### config.mk
export PLATFORM = sky130hd
export DESIGN_NAME = frac_clk_mux
export DESIGN_NICKNAME = d
export VERILOG_FILES = /design/src/rtl/fcm_pkg.sv /design/src/rtl/fcm_src_select.sv /design/src/rtl/fcm_div_extract.sv /design/src/rtl/fcm_phase_acc.sv /design/src/rtl/frac_clk_mux.sv
export SDC_FILE = /design/constraint.sdc
export NUM_CORES = 1
export LEC_CHECK = 0
export BUFFER_PORTS_ARGS = -buffer_cell sky130_fd_sc_hd__buf_2
export CORE_ASPECT_RATIO = 2
export CORE_UTILIZATION = 29
export CTS_CLUSTER_DIAMETER = 200
export DETAILED_ROUTE_END_ITERATION = 6
export PLACE_DENSITY = 0.52
export SETUP_SLACK_MARGIN = 0.15
export SLEW_MARGIN = 0
export SYNTH_ARGS = -nofsm -noshare
export SYNTH_HDL_FRONTEND = slang
export SYNTH_SLANG_ARGS = --single-unit
### constraint.sdc
create_clock -name clk -period 4.1 [get_ports clk]
set_clock_uncertainty 0.2 [all_clocks]
set_input_delay 0.615 -clock clk [delete_from_list [all_inputs] [get_ports clk]]
set_output_delay 0.615 -clock clk [all_outputs]
set_load 0.005 [all_outputs]
### src/rtl/fcm_pkg.sv
`timescale 1ns/1ps
package fcm_pkg;

    localparam int FCM_SEL_W   = 4;
    localparam int FCM_CTL_W   = 8;
    localparam int FCM_EN_BIT  = 4;
    localparam int FCM_DIV_W   = 32;
    localparam int FCM_INT_LSB = 12;

    typedef struct packed {
        logic                 en;
        logic [FCM_SEL_W-1:0] sel;
    } fcm_ctl_t;

    typedef enum logic [1:0] {
        FCM_STOP  = 2'd0,
        FCM_EVERY = 2'd1,
        FCM_ACCUM = 2'd2
    } fcm_mode_e;

    function automatic fcm_ctl_t fcm_decode(input logic [FCM_CTL_W-1:0] w);
        fcm_ctl_t c;
        c.en  = w[FCM_EN_BIT];
        c.sel = w[FCM_SEL_W-1:0];
        return c;
    endfunction

    // width of the divisor field port, never below one bit
    function automatic int fcm_fw(input int ib, input int fb);
        return (ib + fb > 0) ? ib + fb : 1;
    endfunction

endpackage

### src/rtl/fcm_src_select.sv
`timescale 1ns/1ps
module fcm_src_select
    import fcm_pkg::*;
#(
    parameter int               NUM_SRC   = 10,
    parameter logic [NUM_SRC-1:0] FORCE_GND = '0
) (
    input  logic [NUM_SRC-1:0]   src_i,
    input  fcm_ctl_t             ctl_i,
    output logic                 stb_o
);
    localparam int CODES = 1 << FCM_SEL_W;

    logic [CODES-1:0] live;

    for (genvar g = 0; g < CODES; g++) begin : g_live
        if (g == 0 || g >= NUM_SRC) begin : g_gnd
            assign live[g] = 1'b0;
        end else if (FORCE_GND[g]) begin : g_forced
            assign live[g] = 1'b0;
        end else begin : g_src
            assign live[g] = src_i[g];
        end
    end

    logic unused_src0;
    assign unused_src0 = src_i[0];

    assign stb_o = ctl_i.en & live[ctl_i.sel];
endmodule

### src/rtl/fcm_div_extract.sv
`timescale 1ns/1ps
module fcm_div_extract
    import fcm_pkg::*;
#(
    parameter int INT_BITS  = 12,
    parameter int FRAC_BITS = 12
) (
    input  logic [FCM_DIV_W-1:0]                    div_i,
    output logic [fcm_fw(INT_BITS, FRAC_BITS)-1:0]  field_o
);
    localparam int DW  = INT_BITS + FRAC_BITS;
    localparam int TOP = FCM_INT_LSB + INT_BITS - 1;

    logic unused_div;
    assign unused_div = ^div_i;

    if (DW == 0) begin : g_none
        assign field_o = '0;
    end else begin : g_field
        assign field_o = div_i[TOP -: DW];
    end
endmodule

### src/rtl/fcm_phase_acc.sv
`timescale 1ns/1ps
module fcm_phase_acc
    import fcm_pkg::*;
#(
    parameter int INT_BITS  = 12,
    parameter int FRAC_BITS = 12
) (
    input  logic                                    clk,
    input  logic                                    rst,
    input  logic                                    stb_i,
    input  logic                                    clear_i,
    input  logic [fcm_fw(INT_BITS, FRAC_BITS)-1:0]  field_i,
    output logic                                    stb_o
);
    localparam int DW = INT_BITS + FRAC_BITS;
    localparam int AW = DW + 1;

    if (DW == 0) begin : g_pass
        logic unused_field;
        assign unused_field = ^field_i;

        always_ff @(posedge clk) begin
            if (rst) stb_o <= 1'b0;
            else     stb_o <= stb_i & ~clear_i;
        end
    end else begin : g_frac
        localparam logic [AW-1:0] ONE = AW'(1) << FRAC_BITS;

        logic [AW-1:0] acc_q, acc_d, sum, dv;
        logic          fire;
        fcm_mode_e     mode;

        assign dv  = {1'b0, field_i};
        assign sum = acc_q + ONE;

        always_comb begin
            if (dv == '0)       mode = FCM_STOP;
            else if (dv <= ONE) mode = FCM_EVERY;
            else                mode = FCM_ACCUM;
        end

        always_comb begin
            acc_d = acc_q;
            fire  = 1'b0;
            case (mode)
                FCM_STOP: acc_d = '0;
                FCM_EVERY: begin
                    acc_d = '0;
                    fire  = stb_i;
                end
                FCM_ACCUM: begin
                    if (stb_i) begin
                        if (sum >= dv) begin
                            fire  = 1'b1;
                            acc_d = sum - dv;
                        end else begin
                            acc_d = sum;
                        end
                    end
                end
                default: acc_d = '0;
            endcase
            if (clear_i) begin
                acc_d = '0;
                fire  = 1'b0;
            end
        end

        always_ff @(posedge clk) begin
            if (rst) begin
                acc_q <= '0;
                stb_o <= 1'b0;
            end else begin
                acc_q <= acc_d;
                stb_o <= fire;
            end
        end
    end
endmodule

### src/rtl/frac_clk_mux.sv
`timescale 1ns/1ps
module frac_clk_mux
    import fcm_pkg::*;
#(
    parameter int                 NUM_SRC   = 10,
    parameter int                 INT_BITS  = 12,
    parameter int                 FRAC_BITS = 12,
    parameter logic [NUM_SRC-1:0] FORCE_GND = '0
) (
    input  logic               clk,
    input  logic               rst,
    input  logic [NUM_SRC-1:0] src_i,
    input  logic [7:0]         ctl_i,
    input  logic [31:0]        div_i,
    output logic               div_stb_o,
    output logic               busy_o
);
    localparam int FW = fcm_fw(INT_BITS, FRAC_BITS);

    fcm_ctl_t ctl, ctl_prev;
    logic     changed, sel_stb;
    logic [FW-1:0] field;

    assign ctl = fcm_decode(ctl_i);

    logic unused_ctl;
    assign unused_ctl = ^ctl_i[7:5];

    always_ff @(posedge clk) begin
        if (rst) begin
            ctl_prev <= '0;
            busy_o   <= 1'b0;
        end else begin
            ctl_prev <= ctl;
            busy_o   <= ctl.en;
        end
    end

    assign changed = (ctl != ctl_prev);

    fcm_src_select #(
        .NUM_SRC   (NUM_SRC),
        .FORCE_GND (FORCE_GND)
    ) u_sel (
        .src_i (src_i),
        .ctl_i (ctl),
        .stb_o (sel_stb)
    );

    fcm_div_extract #(
        .INT_BITS  (INT_BITS),
        .FRAC_BITS (FRAC_BITS)
    ) u_ext (
        .div_i   (div_i),
        .field_o (field)
    );

    fcm_phase_acc #(
        .INT_BITS  (INT_BITS),
        .FRAC_BITS (FRAC_BITS)
    ) u_acc (
        .clk     (clk),
        .rst     (rst),
        .stb_i   (sel_stb),
        .clear_i (changed | ~ctl.en),
        .field_i (field),
        .stb_o   (div_stb_o)
    );
endmodule

Yosys cells after proc, flatten, opt, wreduce, memory -nomap -nowiden
Cells that the tools add are included.

Bits in registers: 31. Output and inout port bits: 2. Logic and storage cells: 27.

Add/sub/neg operators: 2. Magnitude comparators: 3. Eq/ne operators: 3. Muxes and demuxes: 8. Bitwise operators: 4. Reduce and logical (&&, ||, !) cells: 3.

Operator list (count): 25-bit by 13-bit adder with 25-bit output (second input constant) (1); 25-bit by 24-bit >= comparator with 1-bit output (1); 25-bit logical NOT (1); 25-bit two-way mux (1); 25-bit by 24-bit subtractor with 25-bit output (1); 24-bit by 13-bit less-or-equal comparator with 1-bit output (second input constant) (1); 4-bit by 5-bit less-than comparator with 1-bit output (second input constant) (1); 5-bit inequality test (1); 1-bit binary-select mux with 4-bit select (1); 2-bit two-way mux (2); 1-bit two-way mux (3); 3-bit OR reduction (1); 2-bit by 1-bit == test with 1-bit output (second input constant) (1); 2-bit == test (second input constant) (1); 1-bit inverter (2); 1-bit one-hot mux with 2 select lines (1); 2-bit OR reduction (1); 1-bit bitwise AND (1); 1-bit OR (1).

Depth between registers and ports, before layout
Gate-level depths: netlist of the first run.

Depth in word-level cells: 6. Gate-level depth with buffers: 16.

Cells and area by module
From an unflattened synthesis of the first run, not the netlist that was laid out.

Cells, all modules: 426. Area total of the unflattened synthesis: 3283.1 um^2.

Modules (own cells, without submodules): fcm_phase_acc (instances 1, cells each 371, area each 2816.5 um^2, sequential area each 520.5 um^2); fcm_div_extract (instances 1, cells each 24, area each 180.2 um^2, sequential area each 0.0 um^2); frac_clk_mux (instances 1, cells each 18, area each 180.2 um^2, sequential area each 100.1 um^2); fcm_src_select (instances 1, cells each 13, area each 106.4 um^2, sequential area each 0.0 um^2).

Worst setup path before layout of the first run
OpenSTA, ideal clock, no wires.

Kind: reg-to-reg. Start: register u_acc.g_frac.acc_q[16]. End: register u_acc.g_frac.acc_q[14]. Arrival: 3.014 ns. Setup slack: 0.754 ns. Cell stages (with the launch flop): 16. Clock period less this slack: 3.346 ns. Path through: dfxtp_1 nand3_1 nor2_1 nand2_1 or3_1 xnor2_1 ha_1 o21ai_0 a21boi_0 a21oi_1 nand3b_1 a31oi_4 buf_6 nor2_1 o21ai_0 a21oi_1.

Word-level cells in the longest chain between the ends: 3.

RTL lines: start: declaration (RTL line fcm_phase_acc.sv:29) `logic [AW-1:0] acc_q, acc_d, sum, dv;`; start signal: assignment (RTL line fcm_phase_acc.sv:71) `acc_q <= '0;`; start signal: assignment (RTL line fcm_phase_acc.sv:74) `acc_q <= acc_d;`; 25-bit by 13-bit adder with 25-bit output (RTL line fcm_phase_acc.sv:34) `assign sum = acc_q + ONE;`; 25-bit by 24-bit >= comparator with 1-bit output (RTL line fcm_phase_acc.sv:53) `if (sum >= dv) begin`; 25-bit two-way mux (RTL line fcm_phase_acc.sv:53).

Every way passes these cells. A chain may end at the register's enable or synchronous reset.

Final worst setup path of the first run
Start: register u_acc.g_frac.acc_q[13]. End: register u_acc.g_frac.acc_q[20].

Word-level cells in the longest chain between the ends: 3. Elaborated cells between the ends (all ways): 4. Those cells by class: add/sub (2); order compare (1); mux (1).

RTL lines (RTL line): 25-bit by 13-bit adder with 25-bit output (*) (fcm_phase_acc.sv:34); 25-bit by 24-bit subtractor with 25-bit output / 25-bit by 24-bit >= comparator with 1-bit output (equally long branches) (fcm_phase_acc.sv:55, fcm_phase_acc.sv:53); 25-bit two-way mux (*) (fcm_phase_acc.sv:53).

Every way passes the cells marked *; elsewhere a longest branch is shown, timed or not.

==> results of run 1 <==
==> state kept, by name, summed over array words and instances, names as in the netlist <==
register and flops:
ctl_prev 5, u_acc.g_frac.acc_q 25, u_acc.stb_o 1
==> worst paths after layout <==
| kind | endpoint | slack [ns] | cells after the start |
|---|---|---|---|
| worst max-delay path | u_acc.g_frac.acc_q[20] | 0.40 | 16 |
| worst min-delay path | u_acc.g_frac.acc_q[4] | 0.25 | 2 |
| worst max register to register | u_acc.g_frac.acc_q[20] | 0.40 | 16 |
| worst min register to register | u_acc.g_frac.acc_q[4] | 0.25 | 2 |
==> cell type report <==
type,instances,share of cell area [%]
inverters,35,3.57
flip-flops and latches,31,16.9
multi-input cells,326,61.9
repair buffers,54,8.24
well taps,137,4.66
clock buffers,6,3.78
clock inverters,2,0.953
==> where the power goes <==
group / internal [W] / total, W / switching (W)
clock network: 0.000302 / 0.000447 / 0.000145
logic: 0.0000557 / 0.000132 / 0.0000762
registers: 0.000304 / 0.000305 / 0.00000110
==> timing repair <==
item                                    CTS  global route
hold buffers                              0             0
gates resized for setup                   0             6
buffers inserted                          0             4
endpoints found under the setup margin    0            23
==> synthesized netlist by cell type, types with 3 or more instances <==
cell type,number
nand2_1,43
xor2_1,12
buf_4,3
mux2i_1,6
dfxtp_1,31
nand3_1,13
o211ai_1,3
a21oi_1,38
a21o_1,5
nor4_1,6
nor2_1,28
o21ai_0,20
buf_6,3
a21oi_2,3
a211oi_1,8
nor2b_1,7
clkbuf_1,5
xnor2_1,20
ha_1,25
nand2b_1,5
inv_1,35
nor3b_1,4
a31oi_1,3
nand4_1,10
nor3_1,11
or3_1,3
==> cells in the final DEF, fill, tap and decap left out, types with 4 or more instances in the layout <==
| cell type | netlist | final |
|---|---|---|
| a211oi_1 | 8 | 8 |
| a21o_1 | 5 | 5 |
| a21oi_1 | 38 | 37 |
| a21oi_2 | 3 | 4 |
| buf_2 | 1 | 41 |
| buf_4 | 3 | 13 |
| clkbuf_16 | 0 | 5 |
| dfxtp_1 | 31 | 30 |
| ha_1 | 25 | 24 |
| inv_1 | 35 | 35 |
| mux2i_1 | 6 | 6 |
| nand2_1 | 43 | 43 |
| nand2b_1 | 5 | 5 |
| nand3_1 | 13 | 13 |
| nand4_1 | 10 | 10 |
| nor2_1 | 28 | 28 |
| nor2b_1 | 7 | 7 |
| nor3_1 | 11 | 11 |
| nor3b_1 | 4 | 4 |
| nor4_1 | 6 | 6 |
| o21ai_0 | 20 | 19 |
| xnor2_1 | 20 | 19 |
| xor2_1 | 12 | 12 |
==> critical path: cells and delay by family (launching register included) <==
family                   cells  cell delay, ns
AO/OA/AOI/OAI                3            0.55
XOR/XNOR                     1            0.15
adder cells (fa/ha/maj)      2            0.62
buffers and inverters        1            0.17
flip-flops                   1            0.38
AND/OR/NAND/NOR              9            1.49
==> metal layers <==
metal | up-vias | part of all wire (%) | track usage, %
met4 | 0 | 8.7 | 15.0
met1 | 1464 | 33 | 15.9
li1 | 1557 | - | -
met2 | 78 | 57 | 34.9
met5 | - | 0 | 0
met3 | 43 | 2.1 | 2.23
==> kinds of logic (layout without fill, tap and decap cells) <==
group                    after synthesis  in the layout  synth area share, %
AO/OA/AOI/OAI                        108            108                 23.5
XOR/XNOR                              32             32                 8.94
adder cells (fa/ha/maj)               26             26                 10.6
buffers and inverters                 51             97                 8.58
flip-flops                            31             31                 19.8
multiplexers                           7              7                 2.63
AND/OR/NAND/NOR                      152            153                 25.9
==> stage by stage <==
stage / total power (W) / utilization (%) / setup WS, ns / cells
after floorplan: 0.000399 / - / 0.754 / 407
after global placement: 0.000439 / 32.6 / 0.281 / 578
after detailed placement: 0.000442 / 32.6 / 0.197 / 578
after CTS: 0.000894 / 34.3 / 0.182 / 586
after global routing: 0.000921 / 34.9 / 0.193 / 591
final: 0.000884 / 34.9 / 0.398 / 591
==> impl_metrics.toml, run 1 <==
[cells_and_area]
multi_input_area_um2 = 2270
diodes = 0
area_growth_pct = 17.2
num-nets-final = 531
final_area_um2 = 3680
drive_gt1_share_pct = 21.4
regArea_um2 = 622
fill_cells = 1120

[logic_synthesis]
async_reset_ff_share_pct = 0
ys.flop_type = "dfxtp_1"
synth.top_cell.area_share_pct = 19.8
ys.warnings.count = 0
synth_top_area_cell = "dfxtp_1"
synth.area.top_cells = "dfxtp_1 20%, ha_1 10%, a21oi_1 6.1%"
synth_nets = 485
avgSynthCellArea_um2 = 7.70
synthesis.area_um2 = 3140
synth_cell_type_count = 72
synth_seq_cells = 31
synth_edf_count = 0
syn_inst = 407
synth-seq-area-share_pct = 19.8

[die]
dieArea_um2 = 11300
initial_core_util_pct = 29.7
rows = 53
dieWidth_um = 75.5
core_um2 = 10500
floorplan.die.height_um = 149
io_pins = 54

[route]
ant_nets = 0
routed_via_density = 5.32
drc_errors = 0
vias = 3142
wire_per_inst_um = 16.4
wl_um = 9660
dr.pass1.iters = 4
drt_iter0_drc = 136

[timing]
rsz0062_at_grt = "no"
tns_ns = 0
worst_slew_pin_slew_ns = 0.686
fmax_mhz = 270
hold-worst-slack_ns = 0.255
finalCritPeriodShare_pct = 90.3
slew_headroom_pct = 54.2
period_minus_slack_ns = 3.70
report.final.slew_viol_count = 0
setup_viol = 0
hold_violations = 0

[critical_path]
path_cells = "ha_2 -> and3_2 -> nand3_4 -> nor2_1 -> xnor2_1 -> ha_1 -> nand2_1 -> nor2_1 -> and3_1 -> nand3_1 -> nand3b_1 -> a31oi_4 -> buf_4 -> and2_2 -> a311oi_1 -> a211oi_1"
start_kind = "flip-flop"
critical_path.max_fanout = 6
crit_type = "flip-flop to flip-flop"
arrival_ns = 3.66
crit_start = "u_acc.g_frac.acc_q[13]"
critical-path-slowest-cell = "a311oi_1"
r2r_start = "u_acc.g_frac.acc_q[13]"
cp_common_cell = "nor2_1"
crit_path_end_kind = "flip-flop"
critical_path_required_ns = 4.05
critPathMaxStageDelay_ns = 0.40

[min_path]
min-delay-start = "u_acc.g_frac.acc_q[4]"
hold_path.class = "flip-flop to flip-flop"

[power_and_ir_drop]
leakage_nw = 1.52
powerDensity_nw_per_um2 = 241
ir_drop_uv = 125

[grt]
grt_max_degree = 21
antenna_found_initial = 0
grt_overflow = 0
grt_pass1_vias = 3255
grt_pass1_wl_um = 15300
track_usage_pct = 18.3

[clock_tree]
cts.sinks = 31
cts_tree = "yes"
htree_levels = 2
root_buffer = "clkbuf_16"
cts-buffers-inserted = 5
clock_latency_ns = 0.28
clk_pin_slew_worst_paths_ns = 0.06
cts_buffer_depth = 2

[outcome]
outcome = "finished, final reports clean"

[place]
hpwl_um = 7830
placed_cell_area_um2 = 3440
portBuffers = 41
place.gp.congestion = 0.878

[flow_run]
maxCapViolCount = 0
Power figures use the tool's default switching activity.
==> run 2, diff against run 1 <==
--- a/config.mk
+++ b/config.mk
@@ -6,11 +6,13 @@
 export NUM_CORES = 1
 export LEC_CHECK = 0
 export BUFFER_PORTS_ARGS = -buffer_cell sky130_fd_sc_hd__buf_2
+export CELL_PAD_IN_SITES_DETAIL_PLACEMENT = 2
+export CELL_PAD_IN_SITES_GLOBAL_PLACEMENT = 2
 export CORE_ASPECT_RATIO = 2
 export CORE_UTILIZATION = 29
 export CTS_CLUSTER_DIAMETER = 200
 export DETAILED_ROUTE_END_ITERATION = 6
-export PLACE_DENSITY = 0.52
+export PLACE_DENSITY = 0.78
 export SETUP_SLACK_MARGIN = 0.15
 export SLEW_MARGIN = 0
 export SYNTH_ARGS = -nofsm -noshare
==> run 2 against run 1 <==
Effect of this change:
- register-to-register slack lost 0.03 ns
- via count grew 2.9%
- clock power is essentially flat
==> impl_metrics.toml, run 2 (synthesized netlist as in run 1, its figures left out) <==
[clock_tree]
htree_levels = 2
cts-buffers-inserted = 5
cts.sinks = 31
root_buffer = "clkbuf_16"
clk_pin_slew_worst_paths_ns = 0.06
cts_buffer_depth = 2
clock_latency_ns = 0.28
ctsHoldBuffers = 0
cts_tree = "yes"

[die]
dieArea_um2 = 11300
initial_core_util_pct = 29.7
rows = 53
floorplan.die.height_um = 149
dieWidth_um = 75.5
core_um2 = 10500
io_pins = 54

[timing]
finalCritPeriodShare_pct = 91.1
rsz0062_at_grt = "yes"
report.final.slew_viol_count = 0
slew_headroom_pct = 28.6
worst_slew_pin_slew_ns = 1.07
fmax_mhz = 268
hold-worst-slack_ns = 0.257
setup_viol = 0
hold_violations = 0
period_minus_slack_ns = 3.73
tns_ns = 0

[power_and_ir_drop]
comb_power_share_pct = 15.5
p_sw_w = 0.000225
pwr-share-clk_pct = 50.1
powerDensity_nw_per_um2 = 241
swShare_pct = 25.4
seqPwrFrac_pct = 34.4
leakage_nw = 1.51
ir_drop_uv = 171
power.internal_w = 0.000661

[grt]
grt_pass1_wl_um = 18000
grt_pass1_vias = 3649
antenna_found_initial = 0
track_usage_pct = 21.9
grt_max_degree = 22
grt_overflow = 0

[critical_path]
critical_path.max_fanout = 8
arrival_ns = 3.70
critPathBufInv = 1
r2r_cells = 16
cp_common_cell = "nor2_1"
path_cells = "ha_2 -> and3_2 -> nand3_4 -> nor2_1 -> xnor2_1 -> ha_1 -> nand4_1 -> nor2_1 -> and3_1 -> nand3_1 -> nand3b_1 -> a31oi_4 -> buf_4 -> nor2_4 -> nor2_1 -> a211oi_1"
start_kind = "flip-flop"
rr_endpoint = "u_acc.g_frac.acc_q[1]"
rrSetupSlack_ns = 0.37
crit_type = "flip-flop to flip-flop"
critical_path_required_ns = 4.07
r2r_start = "u_acc.g_frac.acc_q[12]"
cp_top_family = "simple AND/OR/NAND/NOR gates"
critPathMaxStageDelay_ns = 0.44
critical-path-slowest-cell = "ha_1"
crit_path_end_kind = "flip-flop"

[min_path]
min-delay-start = "u_acc.g_frac.acc_q[3]"
hold_path.class = "flip-flop to flip-flop"
worstHoldEndpoint = "u_acc.g_frac.acc_q[3]"
min_path_cells = 2

[cells_and_area]
drive_gt1_share_pct = 22.0
reg_top3 = "u_acc.g_frac.acc_q: 25 flops, ctl_prev: 5 flops, u_acc.stb_o: 1 flops"
final_common_cell = "nand2_1"
diodes = 0
area_growth_pct = 17.5
regArea_um2 = 622
num-nets-final = 531
layout_common_cells = "43 x nand2_1, 41 x buf_2, 36 x a21oi_1, 35 x inv_1, 30 x dfxtp_1"
fill_cells = 1235
top_register = "u_acc.g_frac.acc_q"
multi_input_area_um2 = 2280
largest_register_ff_count = 25

[place]
portBuffers = 41
hpwl_um = 9470
place.gp.congestion = 0.824

[route]
drt_iter0_drc = 61
wl_um = 11800
vias = 3233
wire_per_inst_um = 20.0
dr.pass1.iters = 4
routed_via_density = 5.47
ant_nets = 0
drc_errors = 0

[flow_run]
maxCapViolCount = 0

[outcome]
outcome = "finished, final reports clean"
[run 2: cell counts in the layout (fill, tap and decap cells not counted)]
No cell type changed its count.
[run 2: power by group through the flow]
stage	clock network [W]	registers (W)	logic, W
after floorplan	0	0.000312	0.0000870
after global placement	0	0.000312	0.000129
after global routing	0.000469	0.000305	0.000151
final	0.000444	0.000305	0.000137
after detailed placement	0	0.000312	0.000135
after CTS	0.000458	0.000305	0.000137
[run 2: timing repair]
item	4_1_cts	5_1_grt
pin swaps	0	1
buffers inserted	3	4
resized for setup	1	8
setup endpoints to repair	10	23
gates cloned	0	1
[run 2: per-layer routing]
layer	up-vias	global-route usage, %	part of all wire [%]
met1	1573	19.2	32
met3	42	2.03	1.4
met2	72	42.4	58
li1	1546	-	-
met4	0	16.5	8.3
met5	-	0	0
[run 2: area by class of cell]
cell class	instances	area share, %
Clock buffer	6	3.77
Multi-Input combinational cell	326	62.0
Tap cell	137	4.65
Clock inverter	2	0.951
Inverter	35	3.57
Timing Repair Buffer	54	8.22
Sequential cell	31	16.9
[run 2: worst reg2reg max path: stages (launching register included)]
cell and delay [ns]:
dfxtp_2 0.38, ha_2 0.23, and3_2 0.27, nand3_4 0.13, nor2_1 0.16, xnor2_1 0.15, ha_1 0.44, nand4_1 0.12
nor2_1 0.16, and3_1 0.22, nand3_1 0.10, nand3b_1 0.19, a31oi_4 0.06, buf_4 0.19, nor2_4 0.24, nor2_1 0.09
a211oi_1 0.29
[run 2: how the worst max path moves through the flow]
stage | start | endpoint | slack [ns] | depth (start not counted)
after detailed placement | u_acc.g_frac.acc_q[12] | u_acc.g_frac.acc_q[17] | 0.07 | 15
after CTS | u_acc.g_frac.acc_q[12] | u_acc.g_frac.acc_q[14] | 0.18 | 14
final | u_acc.g_frac.acc_q[12] | u_acc.g_frac.acc_q[1] | 0.37 | 16
after floorplan | u_acc.g_frac.acc_q[16] | u_acc.g_frac.acc_q[14] | 0.75 | 15
after global routing | u_acc.g_frac.acc_q[12] | u_acc.g_frac.acc_q[1] | 0.13 | 16
after global placement | u_acc.g_frac.acc_q[12] | u_acc.g_frac.acc_q[18] | 0.31 | 14
[run 2: through the flow]
| stage | worst slack, ns | cell area [µm²] | instances | power, W | util [%] |
|---|---|---|---|---|---|
| floorplan | 0.754 | 3140 | 407 | 0.000399 | - |
| global placement | 0.311 | 3420 | 575 | 0.000440 | 32.4 |
| detailed placement | 0.0674 | 3420 | 575 | 0.000447 | 32.4 |
| CTS | 0.181 | 3620 | 586 | 0.000899 | 34.3 |
| global route | 0.126 | 3680 | 591 | 0.000925 | 34.9 |
| finish | 0.366 | 3680 | 591 | 0.000886 | 34.9 |
==> run 3, diff against run 2 <==
--- a/config.mk
+++ b/config.mk
@@ -12,7 +12,7 @@
 export CORE_UTILIZATION = 29
 export CTS_CLUSTER_DIAMETER = 200
 export DETAILED_ROUTE_END_ITERATION = 6
-export PLACE_DENSITY = 0.78
+export PLACE_DENSITY = 0.84
 export SETUP_SLACK_MARGIN = 0.15
 export SLEW_MARGIN = 0
 export SYNTH_ARGS = -nofsm -noshare
==> run 3 against run 2 <==
Effect of this change:
- fmax is 1.8% lower
- critical path depth fell by 1
- cell count fell by 1.0%
- first-iteration DRC count rose by 87%
- worst hold slack better by 0.0037 ns
- setup slack got worse by 0.069 ns
- via count is the same
- routed wire length rose by 4.5%
- sequential share of layout area grew 0.18 points
- clock-buffer cell count is the same
- non-clock buffer count down 5
- clock power fell by 3%
- critical path type unchanged
- critical endpoint is now u_acc.g_frac.acc_q[14]
- largest power group unchanged
==> impl_metrics.toml, run 3 (synthesized netlist as in run 1, its figures left out) <==
[critical_path]
r2r_cells = 15
critPathMaxStageDelay_ns = 0.40
arrival_ns = 3.76
path_cells = "ha_2 -> and3_2 -> nand3_4 -> nor2_1 -> xnor2_1 -> ha_2 -> a21oi_2 -> o211ai_1 -> a21oi_1 -> nand3b_1 -> a31oi_4 -> buf_6 -> nor2_1 -> o21ai_0 -> a21oi_1"
r2r_start = "u_acc.g_frac.acc_q[13]"
crit_path_end_kind = "flip-flop"
critical_path.max_fanout = 12
crit_type = "flip-flop to flip-flop"
critical_path_required_ns = 4.05
crit_start = "u_acc.g_frac.acc_q[13]"
critical-path-slowest-cell = "dfxtp_1"
start_kind = "flip-flop"

[timing]
rsz0062_at_grt = "no"
report.final.slew_viol_count = 0
worst_slew_pin_slew_ns = 0.541
slew_headroom_pct = 63.5
fmax_mhz = 263
period_minus_slack_ns = 3.80
finalCritPeriodShare_pct = 92.8
layout_setup_ws_ns = 0.297
setup_viol = 0
tns_ns = 0
hold_violations = 0

[cells_and_area]
reg_top3 = "u_acc.g_frac.acc_q: 25 flops, ctl_prev: 5 flops, u_acc.stb_o: 1 flops"
largest_register_ff_count = 25
layout_common_cells = "43 x nand2_1, 41 x buf_2, 36 x a21oi_1, 35 x inv_1, 29 x dfxtp_1"
final_area_um2 = 3650
area_growth_pct = 16.5
top_register = "u_acc.g_frac.acc_q"
drive_gt1_share_pct = 21.7
final_common_cell = "nand2_1"
fill_cells = 1245
num-nets-final = 525

[clock_tree]
clock_latency_ns = 0.28
cts_buffer_depth = 2
cts.sinks = 31
ctsHoldBuffers = 0
htree_levels = 2
clk_pin_slew_worst_paths_ns = 0.06
post_cts_buffers = 0
cts-buffers-inserted = 5
root_buffer = "clkbuf_16"
cts_tree = "yes"

[power_and_ir_drop]
powerDensity_nw_per_um2 = 240
seqPwrFrac_pct = 34.9
p_sw_w = 0.000231
p_total_w = 0.000875
comb_power_share_pct = 16.0
ir_drop_uv = 185
pwr-share-clk_pct = 49.1
power.internal_w = 0.000644
leakage_nw = 1.50
swShare_pct = 26.4

[die]
floorplan.die.height_um = 149
io_pins = 54
rows = 53
core_um2 = 10500
dieWidth_um = 75.5
dieArea_um2 = 11300
initial_core_util_pct = 29.7

[grt]
track_usage_pct = 23.2
grt_pass1_vias = 3706
grt_overflow = 0
antenna_found_initial = 0
grt_max_degree = 22
grt_pass1_wl_um = 18900

[flow_run]
maxCapViolCount = 0

[place]
place.gp.congestion = 0.920
placed_cell_area_um2 = 3430
portBuffers = 41
place_ws_ns = 0.166
hpwl_um = 9740

[route]
wire_per_inst_um = 21.1
wl_um = 12300
routed_via_density = 5.53
vias = 3233
dr.pass1.iters = 4
ant_nets = 0
drt_iter0_drc = 114
drc_errors = 0

[min_path]
min_path_cells = 2
min-delay-start = "u_acc.g_frac.acc_q[10]"
hold_path.class = "flip-flop to flip-flop"

[outcome]
outcome = "finished, final reports clean"
==> run 3: worst paths after layout <==
path                       endpoint  slack [ns]
max          u_acc.g_frac.acc_q[14]        0.30
min          u_acc.g_frac.acc_q[10]        0.26
max reg2reg  u_acc.g_frac.acc_q[14]        0.30
min reg2reg  u_acc.g_frac.acc_q[10]        0.26
==> run 3: per-layer routing <==
| layer | track usage [%] | vias to the layer above | wire (µm) |
|---|---|---|---|
| li1 | - | 1530 | - |
| met1 | 19.4 | 1591 | 3960 |
| met2 | 44.7 | 71 | 7170 |
| met3 | 2.70 | 41 | 215 |
| met4 | 19.3 | 0 | 1000 |
| met5 | 0 | - | 0 |
==> run 3: layout make-up <==
class                   count  area (µm²)  area share (%)
diodes                      1        2.50          0.0685
clock buffers               6         129            3.53
well taps                 137         171            4.69
clock inverters             1        30.0           0.822
repair buffers             49         269            7.37
flip-flops and latches     31         623            17.1
inverters                  35         131            3.60
multi-input cells         325        2300            62.9
==> run 3: power groups by stage <==
| stage | combinational (W) | sequential [W] | clock (W) |
|---|---|---|---|
| floorplan | 0.0000870 | 0.000312 | 0 |
| global placement | 0.000130 | 0.000312 | 0 |
| detailed placement | 0.000137 | 0.000312 | 0 |
| CTS | 0.000140 | 0.000305 | 0.000431 |
| global route | 0.000153 | 0.000305 | 0.000445 |
| finish | 0.000140 | 0.000305 | 0.000429 |
==> run 3: per-stage QoR <==
stage / instances / hold WS (ns) / util (%)
floorplan: 407 / 0.236 / -
global placement: 577 / 0.248 / 32.6
detailed placement: 577 / 0.263 / 32.6
CTS: 584 / 0.265 / 34.1
global route: 584 / 0.288 / 34.6
finish: 585 / 0.261 / 34.6
==> run 3: repair_timing <==
item / 4_1_cts / 5_1_grt
setup endpoints to repair: 3 / 25
gates resized for setup: 1 / 14
endpoints found under the hold margin: 0 / 0
pin swaps: 0 / 2
==> run 3: worst max-delay path, delay by kind of cell (launching register included) <==
family,cells,cell delay [ns]
fa+ha+maj,2,0.63
xor+xnor,1,0.19
buf+inv,1,0.20
simple gates,5,0.81
compound gates,6,1.24
flops,1,0.40
